===== src/rtl/vseq_pkg.sv =====
package vseq_pkg;
  localparam int NCH = 2;

  typedef enum logic [3:0] {
    OP_PUP   = 4'h0,
    OP_PUPS  = 4'h1,
    OP_PDN   = 4'h2,
    OP_PDNS  = 4'h3,
    OP_PLAY  = 4'h4,
    OP_START = 4'h5,
    OP_FADR  = 4'h6,
    OP_STOP  = 4'h7,
    OP_MUON  = 4'h8,
    OP_LCLR  = 4'h9,
    OP_LSET  = 4'hA,
    OP_VOL   = 4'hB,
    OP_EXT   = 4'hC,
    OP_FLASH = 4'hD,
    OP_RSVE  = 4'hE,
    OP_RSVF  = 4'hF
  } op_e;

  typedef struct packed {
    op_e            op;
    logic [NCH-1:0] mask;
    logic [7:0]     arg;
  } cmd_t;

  function automatic logic op_has_arg(op_e op);
    return (op == OP_PLAY) || (op == OP_FADR) || (op == OP_MUON) || (op == OP_VOL);
  endfunction

  function automatic logic op_known(op_e op);
    return !((op == OP_EXT) || (op == OP_RSVE) || (op == OP_RSVF));
  endfunction

  function automatic logic op_soft(op_e op);
    return (op == OP_PUPS) || (op == OP_PDNS);
  endfunction

  function automatic logic op_powerup(op_e op);
    return (op == OP_PUP) || (op == OP_PUPS);
  endfunction
endpackage


===== src/rtl/vseq_decoder.sv =====
module vseq_decoder
  import vseq_pkg::*;
#(
  parameter int PROC_CYC = 4,
  parameter int SOFT_CYC = 64
) (
  input  logic clk,
  input  logic rst_n,
  input  logic in_valid,
  input  logic in_first,
  input  logic [7:0] in_data,
  output logic in_ready,
  input  logic pwr_on,
  output logic exec_o,
  output cmd_t cmd_o,
  output logic proc_o
);
  localparam int MAXC = (SOFT_CYC > PROC_CYC) ? SOFT_CYC : PROC_CYC;
  localparam int CW   = $clog2(MAXC + 1);

  typedef enum logic [1:0] {S_IDLE, S_OPND, S_PROC} st_e;

  st_e           st;
  logic [CW-1:0] cnt;
  cmd_t          hold;
  logic          exec_q;
  op_e           new_op;
  logic          admit;
  logic          take;

  assign new_op   = op_e'(in_data[7:4]);
  assign admit    = op_known(new_op) && (in_data[3:2] == 2'b00) &&
                    (pwr_on || op_powerup(new_op));
  assign in_ready = (st != S_PROC) && !exec_q;
  assign take     = in_valid && in_ready;

  always_ff @(posedge clk or negedge rst_n) begin
    if (!rst_n) begin
      st     <= S_IDLE;
      cnt    <= '0;
      hold   <= '0;
      exec_q <= 1'b0;
    end else begin
      exec_q <= 1'b0;
      case (st)
        S_IDLE, S_OPND: begin
          if (take && in_first) begin
            if (admit) begin
              hold.op   <= new_op;
              hold.mask <= in_data[1:0];
              hold.arg  <= 8'h00;
              if (op_has_arg(new_op)) begin
                st <= S_OPND;
              end else begin
                st  <= S_PROC;
                cnt <= op_soft(new_op) ? CW'(SOFT_CYC - 1) : CW'(PROC_CYC - 1);
              end
            end else begin
              st <= S_IDLE;
            end
          end else if (take && (st == S_OPND)) begin
            hold.arg <= in_data;
            st       <= S_PROC;
            cnt      <= CW'(PROC_CYC - 1);
          end
        end
        default: begin
          if (cnt == '0) begin
            st     <= S_IDLE;
            exec_q <= 1'b1;
          end else begin
            cnt <= cnt - 1'b1;
          end
        end
      endcase
    end
  end

  assign exec_o = exec_q;
  assign cmd_o  = hold;
  assign proc_o = (st == S_PROC) || exec_q;
endmodule


===== src/rtl/vseq_tick.sv =====
module vseq_tick #(
  parameter int DIV = 4096
) (
  input  logic clk,
  input  logic rst_n,
  output logic tick
);
  localparam int W = (DIV > 2) ? $clog2(DIV) : 1;

  logic [W-1:0] cnt;

  always_ff @(posedge clk or negedge rst_n) begin
    if (!rst_n) begin
      cnt  <= '0;
      tick <= 1'b0;
    end else if (cnt == W'(DIV - 1)) begin
      cnt  <= '0;
      tick <= 1'b1;
    end else begin
      cnt  <= cnt + 1'b1;
      tick <= 1'b0;
    end
  end
endmodule


===== src/rtl/vseq_chan.sv =====
module vseq_chan
  import vseq_pkg::*;
#(
  parameter int IDX     = 0,
  parameter int VOL_MAX = 28
) (
  input  logic       clk,
  input  logic       rst_n,
  input  logic       exec,
  input  cmd_t       cmd,
  input  logic       ms_tick,
  input  logic       eng_done,
  output logic       start_o,
  output logic       stop_o,
  output logic [7:0] phrase_o,
  output logic [4:0] vol_o,
  output logic       play_o,
  output logic       sil_o,
  output logic       loop_o
);
  localparam int SW = 11;

  logic [SW-1:0] sil_q;
  logic          play_q;
  logic          loop_q;
  logic          active;
  logic          hit;
  logic          pdown;

  assign active = play_q || (sil_q != '0);
  assign hit    = exec && cmd.mask[IDX];
  assign pdown  = exec && ((cmd.op == OP_PDN) || (cmd.op == OP_PDNS));

  always_ff @(posedge clk or negedge rst_n) begin
    if (!rst_n) begin
      sil_q    <= '0;
      play_q   <= 1'b0;
      loop_q   <= 1'b0;
      start_o  <= 1'b0;
      stop_o   <= 1'b0;
      phrase_o <= 8'h00;
      vol_o    <= 5'd0;
    end else begin
      start_o <= 1'b0;
      stop_o  <= 1'b0;
      if (play_q && eng_done) begin
        if (loop_q) start_o <= 1'b1;
        else        play_q  <= 1'b0;
      end
      if ((sil_q != '0) && ms_tick) sil_q <= sil_q - 1'b1;
      if (pdown) begin
        stop_o  <= play_q;
        start_o <= 1'b0;
        play_q  <= 1'b0;
        loop_q  <= 1'b0;
        sil_q   <= '0;
      end else if (hit) begin
        case (cmd.op)
          OP_PLAY: if (!active) begin
            phrase_o <= cmd.arg;
            play_q   <= 1'b1;
            start_o  <= 1'b1;
          end
          OP_START: if (!active) begin
            play_q  <= 1'b1;
            start_o <= 1'b1;
          end
          OP_FADR: phrase_o <= cmd.arg;
          OP_STOP: begin
            stop_o  <= play_q;
            start_o <= 1'b0;
            play_q  <= 1'b0;
            loop_q  <= 1'b0;
            sil_q   <= '0;
          end
          OP_MUON: if (!active) sil_q <= {({1'b0, cmd.arg} + 9'd1), 2'b00};
          OP_LSET: if (play_q && !eng_done) loop_q <= 1'b1;
          OP_LCLR: loop_q <= 1'b0;
          OP_VOL:  vol_o <= (cmd.arg > 8'(VOL_MAX)) ? 5'(VOL_MAX) : cmd.arg[4:0];
          default: ;
        endcase
      end
    end
  end

  assign play_o = play_q;
  assign sil_o  = (sil_q != '0);
  assign loop_o = loop_q;
endmodule


===== src/rtl/dual_voice_cmd_seq.sv =====
module dual_voice_cmd_seq
  import vseq_pkg::*;
#(
  parameter int CLK_PER_MS = 4096,
  parameter int PROC_CYC   = 4,
  parameter int SOFT_CYC   = 64
) (
  input  logic        clk,
  input  logic        rst_n,
  input  logic        cmd_valid,
  input  logic        cmd_first,
  input  logic [7:0]  cmd_data,
  output logic        cmd_ready,
  input  logic [1:0]  eng_done,
  output logic [1:0]  start_req,
  output logic [1:0]  stop_req,
  output logic [15:0] phrase_out,
  output logic [9:0]  vol_out,
  output logic [1:0]  ncr,
  output logic [1:0]  busy_n
);
  logic           exec;
  logic           proc;
  cmd_t           cmd;
  logic           ms_tick;
  logic           pwr_on;
  logic [NCH-1:0] play_v;
  logic [NCH-1:0] sil_v;
  logic [NCH-1:0] loop_v;

  vseq_decoder #(.PROC_CYC(PROC_CYC), .SOFT_CYC(SOFT_CYC)) u_dec (
    .clk(clk), .rst_n(rst_n), .in_valid(cmd_valid), .in_first(cmd_first),
    .in_data(cmd_data), .in_ready(cmd_ready), .pwr_on(pwr_on),
    .exec_o(exec), .cmd_o(cmd), .proc_o(proc)
  );

  vseq_tick #(.DIV(CLK_PER_MS)) u_tick (.clk(clk), .rst_n(rst_n), .tick(ms_tick));

  always_ff @(posedge clk or negedge rst_n) begin
    if (!rst_n) begin
      pwr_on <= 1'b0;
    end else if (exec) begin
      if (op_powerup(cmd.op)) pwr_on <= 1'b1;
      else if ((cmd.op == OP_PDN) || (cmd.op == OP_PDNS)) pwr_on <= 1'b0;
    end
  end

  for (genvar g = 0; g < NCH; g++) begin : g_ch
    vseq_chan #(.IDX(g)) u_ch (
      .clk(clk), .rst_n(rst_n), .exec(exec), .cmd(cmd), .ms_tick(ms_tick),
      .eng_done(eng_done[g]), .start_o(start_req[g]), .stop_o(stop_req[g]),
      .phrase_o(phrase_out[g*8 +: 8]), .vol_o(vol_out[g*5 +: 5]),
      .play_o(play_v[g]), .sil_o(sil_v[g]), .loop_o(loop_v[g])
    );
    assign busy_n[g] = !proc && !play_v[g] && !sil_v[g];
    assign ncr[g]    = pwr_on && busy_n[g];
  end
endmodule


===== config.mk =====
export PLATFORM = sky130hd
export DESIGN_NAME = dual_voice_cmd_seq
export DESIGN_NICKNAME = d
export VERILOG_FILES = /design/src/rtl/vseq_pkg.sv /design/src/rtl/vseq_decoder.sv /design/src/rtl/vseq_tick.sv /design/src/rtl/vseq_chan.sv /design/src/rtl/dual_voice_cmd_seq.sv
export SDC_FILE = /design/constraint.sdc
export NUM_CORES = 1
export LEC_CHECK = 0
export BUFFER_PORTS_ARGS = -buffer_cell sky130_fd_sc_hd__buf_4
export CORE_MARGIN = 10
export CORE_UTILIZATION = 50
export DETAILED_ROUTE_END_ITERATION = 10
export GPL_ROUTABILITY_DRIVEN = 0
export PLACE_DENSITY_LB_ADDON = 0.08
export SYNTH_ARGS = -nofsm -noshare
export SYNTH_HDL_FRONTEND = slang
export SYNTH_SLANG_ARGS = --single-unit

===== constraint.sdc =====
create_clock -name clk -period 4 [get_ports clk]
set_clock_uncertainty 0.15 [all_clocks]
set_input_delay 1 -clock clk [delete_from_list [all_inputs] [get_ports clk]]
set_output_delay 1 -clock clk [all_outputs]
set_load 0.01 [all_outputs]

# Word-level counts from Yosys, hierarchy flattened
# Index checks and enable logic that the tools add are counted.
# totals
reg_bits	94
# classes
add_sub_neg	5
n_lt_le_gt_ge	1
n_eq_ne	33
mux	75
n_bitwise	1
n_reduce_logical	71
# op_table
op	n
11-bit 2-to-1 mux	8
11-bit case mux with 2 select lines	2
7-bit 2-to-1 mux	6
8-bit 2-to-1 mux	5
1-bit 2-to-1 mux	37
4-bit == test (second input constant)	9
8-bit case mux with 2 select lines	2
4-bit by 3-bit == test with 1-bit output (second input constant)	6
11-bit nonzero test	2
11-bit by 1-bit subtractor with 11-bit output (second input constant)	2
1-bit logical AND	21
3-bit AND reduction	6
1-bit logical OR	13
12-bit by 1-bit adder with 12-bit output (second input constant)	1
12-bit == test (second input constant)	1
4-bit by 2-bit == test with 1-bit output (second input constant)	3
12-bit 2-to-1 mux	1
2-bit 2-to-1 mux	6
1-bit case mux with 2 select lines	6
4-bit AND reduction	3
2-bit nonzero test	6
8-bit by 1-bit adder with 9-bit output (second input constant)	1
1-bit zero test	9
3-bit by 1-bit != test with 1-bit output (second input constant)	3
18 further kinds	27

# Longest topological paths before layout
# logic_depth
word_depth	9
depth_mapped	9

# Cells and area by module
# Synthesis repeated with hierarchy kept, for this count alone.
# hier_totals
cells_unflattened	560
hier_area_um2	5330.1
# modules_own_cells
mod	n_inst	cells_per_inst	area_each_um2	seq_area_each_um2
vseq_chan	2	190	1724.2	700.7
vseq_decoder	1	120	1188.6	600.6
vseq_tick	1	52	609.3	325.3
dual_voice_cmd_seq	1	8	83.8	25.0

# Least setup slack after synthesis
# Ideal clock, no wire load.
# synth_path
path_type	reg-to-output
start	register g_ch[1].u_ch.sil_q[0]
end	output ncr[1]
arrival_ps	2114
slack_ps	736
path_stages_with_launch	8
path_buffers	1
path_cell_list	dfrtp_1 > inv_1 > ha_1 > or4b_1 > clkbuf_1 > or3_1 > nor3_1 > and2_1
# synth_via
elab_chain_cells	4
# synth_lines
element	line_no	text
start: declaration	vseq_chan.sv:23	logic [SW-1:0] sil_q;
start signal: assignment	vseq_chan.sv:50	if ((sil_q != '0) && ms_tick) sil_q <= sil_q - 1'b1;
start signal: assignment	vseq_chan.sv:76	OP_MUON: if (!active) sil_q <= {({1'b0, cmd.arg} + 9'd1), 2'b00};
11-bit nonzero test	vseq_chan.sv:87	assign sil_o = (sil_q != '0);
1-bit zero test	dual_voice_cmd_seq.sv:55	assign busy_n[g] = !proc && !play_v[g] && !sil_v[g];
1-bit logical AND	dual_voice_cmd_seq.sv:55	
named net busy_n[1]	dual_voice_cmd_seq.sv:20	output logic [1:0] busy_n
1-bit logical AND	dual_voice_cmd_seq.sv:56	assign ncr[g] = pwr_on && busy_n[g];
end: declaration	dual_voice_cmd_seq.sv:19	output logic [1:0] ncr,
# The timed path passes the listed nets, and every way through them passes these cells.

# Worst setup path in the final report
# layout_path
start	register g_ch[1].u_ch.sil_q[0]
end	output ncr[1]
# layout_via
elab_chain_cells	4
# layout_lines
element	line_no
11-bit nonzero test	vseq_chan.sv:87
1-bit zero test	dual_voice_cmd_seq.sv:55
1-bit logical AND	dual_voice_cmd_seq.sv:55
1-bit logical AND	dual_voice_cmd_seq.sv:56
# Every way passes these cells.

==> results_dict.tcl <==
set metrics [dict create \
    remaining_number_of_nets_flagged_by_the_antenna_check_after_routing 0 \
    timing.rr.start "g_ch[1].u_ch.sil_q[0]$_DFF_PN0_" \
    synth_most_common_cell "sky130_fd_sc_hd__dfrtp_1" \
    cp.arrival_ps 2530 \
    yosys_register_bits 94 \
    leakage_nw 2.65 \
    die_area_mm2 0.0142 \
    period_minus_slack_ps 3680 \
    worst_hold_endpoint "u_tick.cnt[0]$_DFF_PN0_" \
    final_critical_path_share_of_the_clock_period 0.921 \
    timing_worst_slew_pin_value_ps 827 \
    max-cap-violations 0 \
    timing_max_transition_violations_final 0 \
    post_route_cells_drive_above_1_share 0.182 \
    slew_headroom 0.441 \
    cts_setup_buffers 0 \
    post_synth_num_cell_types 58 \
    fmax_mhz 271 \
    hold_depth 1 \
    cts_made_buffers 9 \
    timing.hold.worst.start "u_tick.cnt[0]$_DFF_PN0_" \
    initialDrtViolationCount 209 \
    design.portCount 49 \
    min_path_type "reg -> reg" \
    syn_nets 538 \
    ff2ff_path_depth 7 \
    grt_max_degree 47 \
    synth_async_sr_flop_share 1.00 \
    root_buffer "sky130_fd_sc_hd__clkbuf_8" \
    global_route_wire_length_before_repair_mm 19.2 \
    syn_inst 515 \
    unrepaired_setup_endpoints_after_global_routing "no" \
    ys_seq_area_frac 0.478 \
    regToRegEndpoint "g_ch[1].u_ch.phrase_o[1]$_DFFE_PN0P_" \
    antenna_found_initial 0 \
    startpoint_of_the_worst_setup_timing_path "g_ch[1].u_ch.sil_q[0]$_DFF_PN0_" \
    first_global_vias 3845 \
    antennaDiodeCount 0 \
    clock_sink_count 94 \
    design_area_mm2 0.00561 \
    post_cts.resized_instances 0 \
    worstSetupPathType "reg -> out" \
    core-area_mm2 0.00968 \
    power.density_mw_per_mm2 466 \
    hold_viol_final 0 \
    die_height_um 119 \
    clock_slew_at_reported_path_ffs_ps 90 \
    clock_path_buffers 2 \
    place.port_buffers 48 \
    area.growth.synth_to_final_pct 13.9 \
    crit_path_start_kind "flip-flop" \
    ys.warnings.count 0 \
    critical_path.endpoint_type "primary output" \
    ys.flop_type "sky130_fd_sc_hd__dfrtp_1" \
    reg2reg_slack_ps 1140 \
    synth_enable_flop_cells 0 \
    synth_top_cells_by_area "sky130_fd_sc_hd__dfrtp_1 (48%), sky130_fd_sc_hd__mux2_2 (5.3%), sky130_fd_sc_hd__o21ai_0 (4.7%)" \
    placed_area_mm2 0.00538 \
    htree_num_levels 3 \
    number_of_design_rule_violations_left_after_detail_routing 0 \
    post_synth.cell_area_avg_um2 9.56 \
    post_cts_hold_buffer_count 0 \
    dieWidth_um 119 \
    wl_per_cell_um 16.7 \
    drt-pass1-iter-count 5 \
    synth_top_area_share 0.478 \
    netlist_top_cells_count "sky130_fd_sc_hd__dfrtp_1 (94), sky130_fd_sc_hd__nand2_1 (60), sky130_fd_sc_hd__o21ai_0 (46), sky130_fd_sc_hd__nor2_1 (32), sky130_fd_sc_hd__inv_1 (26)" \
    place.detailed.hpwl_mm 8.64 \
    cts_tree "built" \
    placement_rows 36 \
    overflow 0 \
    clkLatencyLatePin_ps 360 \
    required_time_at_the_endpoint_of_the_critical_path_ps 2850 \
    final-setup-viol-count 0 \
    gr-usage-all-layers 0.162 \
    finalNetCount 579 \
    max-vdd-ir-drop_mv 0.317 \
    initial_utilization 0.509 \
    vias_per_cell 5.67 \
    synth_area_leader_cell "sky130_fd_sc_hd__dfrtp_1" \
    status "complete, no violations" \
    max_fo_critical_path 6 \
    drt-total-wl_mm 11.6 \
    finish.utilization 0.579 \
    fin_setup_tns_ps 0 \
    num_vias 3938 \
    syn-cell-area_mm2 0.00492 \
]
[how the worst max path moves through the flow]
stage / to / slack (ps) / cells after the start
2_1_floorplan: ncr[1] / 740 / 7
3_3_place_gp: ncr[1] / 790 / 7
3_5_place_dp: ncr[1] / 700 / 7
4_1_cts: ncr[1] / 300 / 7
5_1_grt: ncr[1] / 140 / 7
6_report: ncr[1] / 320 / 7
[cell families (layout without fill, tap and decap cells)]
| logic type | Yosys count | count (layout) | share of synthesized area |
|---|---|---|---|
| compound gates | 106 | 106 | 0.129 |
| xor+xnor | 21 | 21 | 0.0373 |
| fa+ha+maj | 9 | 9 | 0.0229 |
| buf+inv | 47 | 93 | 0.0394 |
| flops | 94 | 94 | 0.478 |
| mux | 32 | 32 | 0.0709 |
| simple gates | 206 | 206 | 0.223 |
[critical path, stage by stage, from the launching register on]
cell and delay (ps):
sky130_fd_sc_hd__dfrtp_1 380, sky130_fd_sc_hd__inv_1 110, sky130_fd_sc_hd__ha_1 170, sky130_fd_sc_hd__or4b_1 580
sky130_fd_sc_hd__or3_1 430, sky130_fd_sc_hd__nor3_1 250, sky130_fd_sc_hd__and2_1 160, sky130_fd_sc_hd__buf_4 110
[final cells by class]
cell class,instances,area [µm²]
Fill cell,833,4070
Multi-Input combinational cell,374,2380
Sequential cell,94,2350
Timing Repair Buffer,51,383
Clock buffer,13,169
Tap cell,133,166
Inverter,26,97.6
Clock inverter,3,65.1
[through the flow]
stage               total power, mW  hold WS [ps]  cells  setup slack (ps)
global placement               1.89           295    678               788
detailed placement             1.90           304    678               705
finish                         2.62           310    694               316
floorplan                      1.65           283    515               736
CTS                            2.63           316    694               297
global route                   2.77           343    694               145
[power by group]
part           switching, mW  internal (mW)  total [mW]
clock                  0.323          0.403       0.726
combinational          0.396          0.273       0.669
sequential             0.169           1.05        1.22
total                  0.888           1.73        2.62
[metal layers]
| layer | track usage | part of all wire | up-vias |
|---|---|---|---|
| met5 | 0 | 0 | - |
| met4 | 0.0466 | 0.010 | 0 |
| met3 | 0.0378 | 0.051 | 12 |
| met2 | 0.268 | 0.48 | 97 |
| met1 | 0.208 | 0.46 | 1917 |
| li1 | - | - | 1912 |
[state kept, by name, indices dropped and copies added, names as in the netlist]
name	count
g_ch.u_ch.sil_q	22
g_ch.u_ch.phrase_o	16
u_dec.cmd_o	14
u_tick.cnt	12
g_ch.u_ch.vol_o	10
u_dec.cnt	7
g_ch.u_ch.loop_o	2
g_ch.u_ch.play_o	2
g_ch.u_ch.start_o	2
g_ch.u_ch.stop_o	2
u_dec.st	2
pwr_on	1
u_dec.exec_o	1
u_tick.tick	1
[placed cells by master (no fill, tap or decap), types with 3 or more instances in the layout]
| cell type | Yosys | final |
|---|---|---|
| sky130_fd_sc_hd__buf_4 | 4 | 51 |
| sky130_fd_sc_hd__o31ai_1 | 3 | 3 |
| sky130_fd_sc_hd__a22oi_1 | 4 | 4 |
| sky130_fd_sc_hd__mux2_2 | 23 | 23 |
| sky130_fd_sc_hd__xnor2_1 | 14 | 14 |
| sky130_fd_sc_hd__nor3_1 | 20 | 20 |
| sky130_fd_sc_hd__inv_1 | 26 | 26 |
| sky130_fd_sc_hd__ha_1 | 9 | 9 |
| sky130_fd_sc_hd__dfrtp_1 | 94 | 94 |
| sky130_fd_sc_hd__nand4_1 | 5 | 5 |
| sky130_fd_sc_hd__and3_1 | 6 | 6 |
| sky130_fd_sc_hd__and2_1 | 6 | 6 |
| sky130_fd_sc_hd__nand2_1 | 60 | 60 |
| sky130_fd_sc_hd__nor4_1 | 8 | 8 |
| sky130_fd_sc_hd__a31oi_1 | 4 | 4 |
| sky130_fd_sc_hd__o21ai_0 | 46 | 46 |
| sky130_fd_sc_hd__or2_2 | 6 | 6 |
| sky130_fd_sc_hd__o22ai_1 | 3 | 3 |
| sky130_fd_sc_hd__clkbuf_8 | 0 | 12 |
| sky130_fd_sc_hd__or3_1 | 5 | 5 |
| sky130_fd_sc_hd__nor3b_1 | 8 | 8 |
| sky130_fd_sc_hd__a21oi_1 | 21 | 21 |
| sky130_fd_sc_hd__nand3_1 | 18 | 18 |
| sky130_fd_sc_hd__o21a_1 | 5 | 5 |
| sky130_fd_sc_hd__mux2i_1 | 9 | 9 |
| sky130_fd_sc_hd__nor2b_1 | 7 | 7 |
| sky130_fd_sc_hd__xor2_1 | 7 | 7 |
| sky130_fd_sc_hd__nand2b_1 | 5 | 5 |
| sky130_fd_sc_hd__nor2_1 | 32 | 32 |
Power figures use the tool's default switching activity.
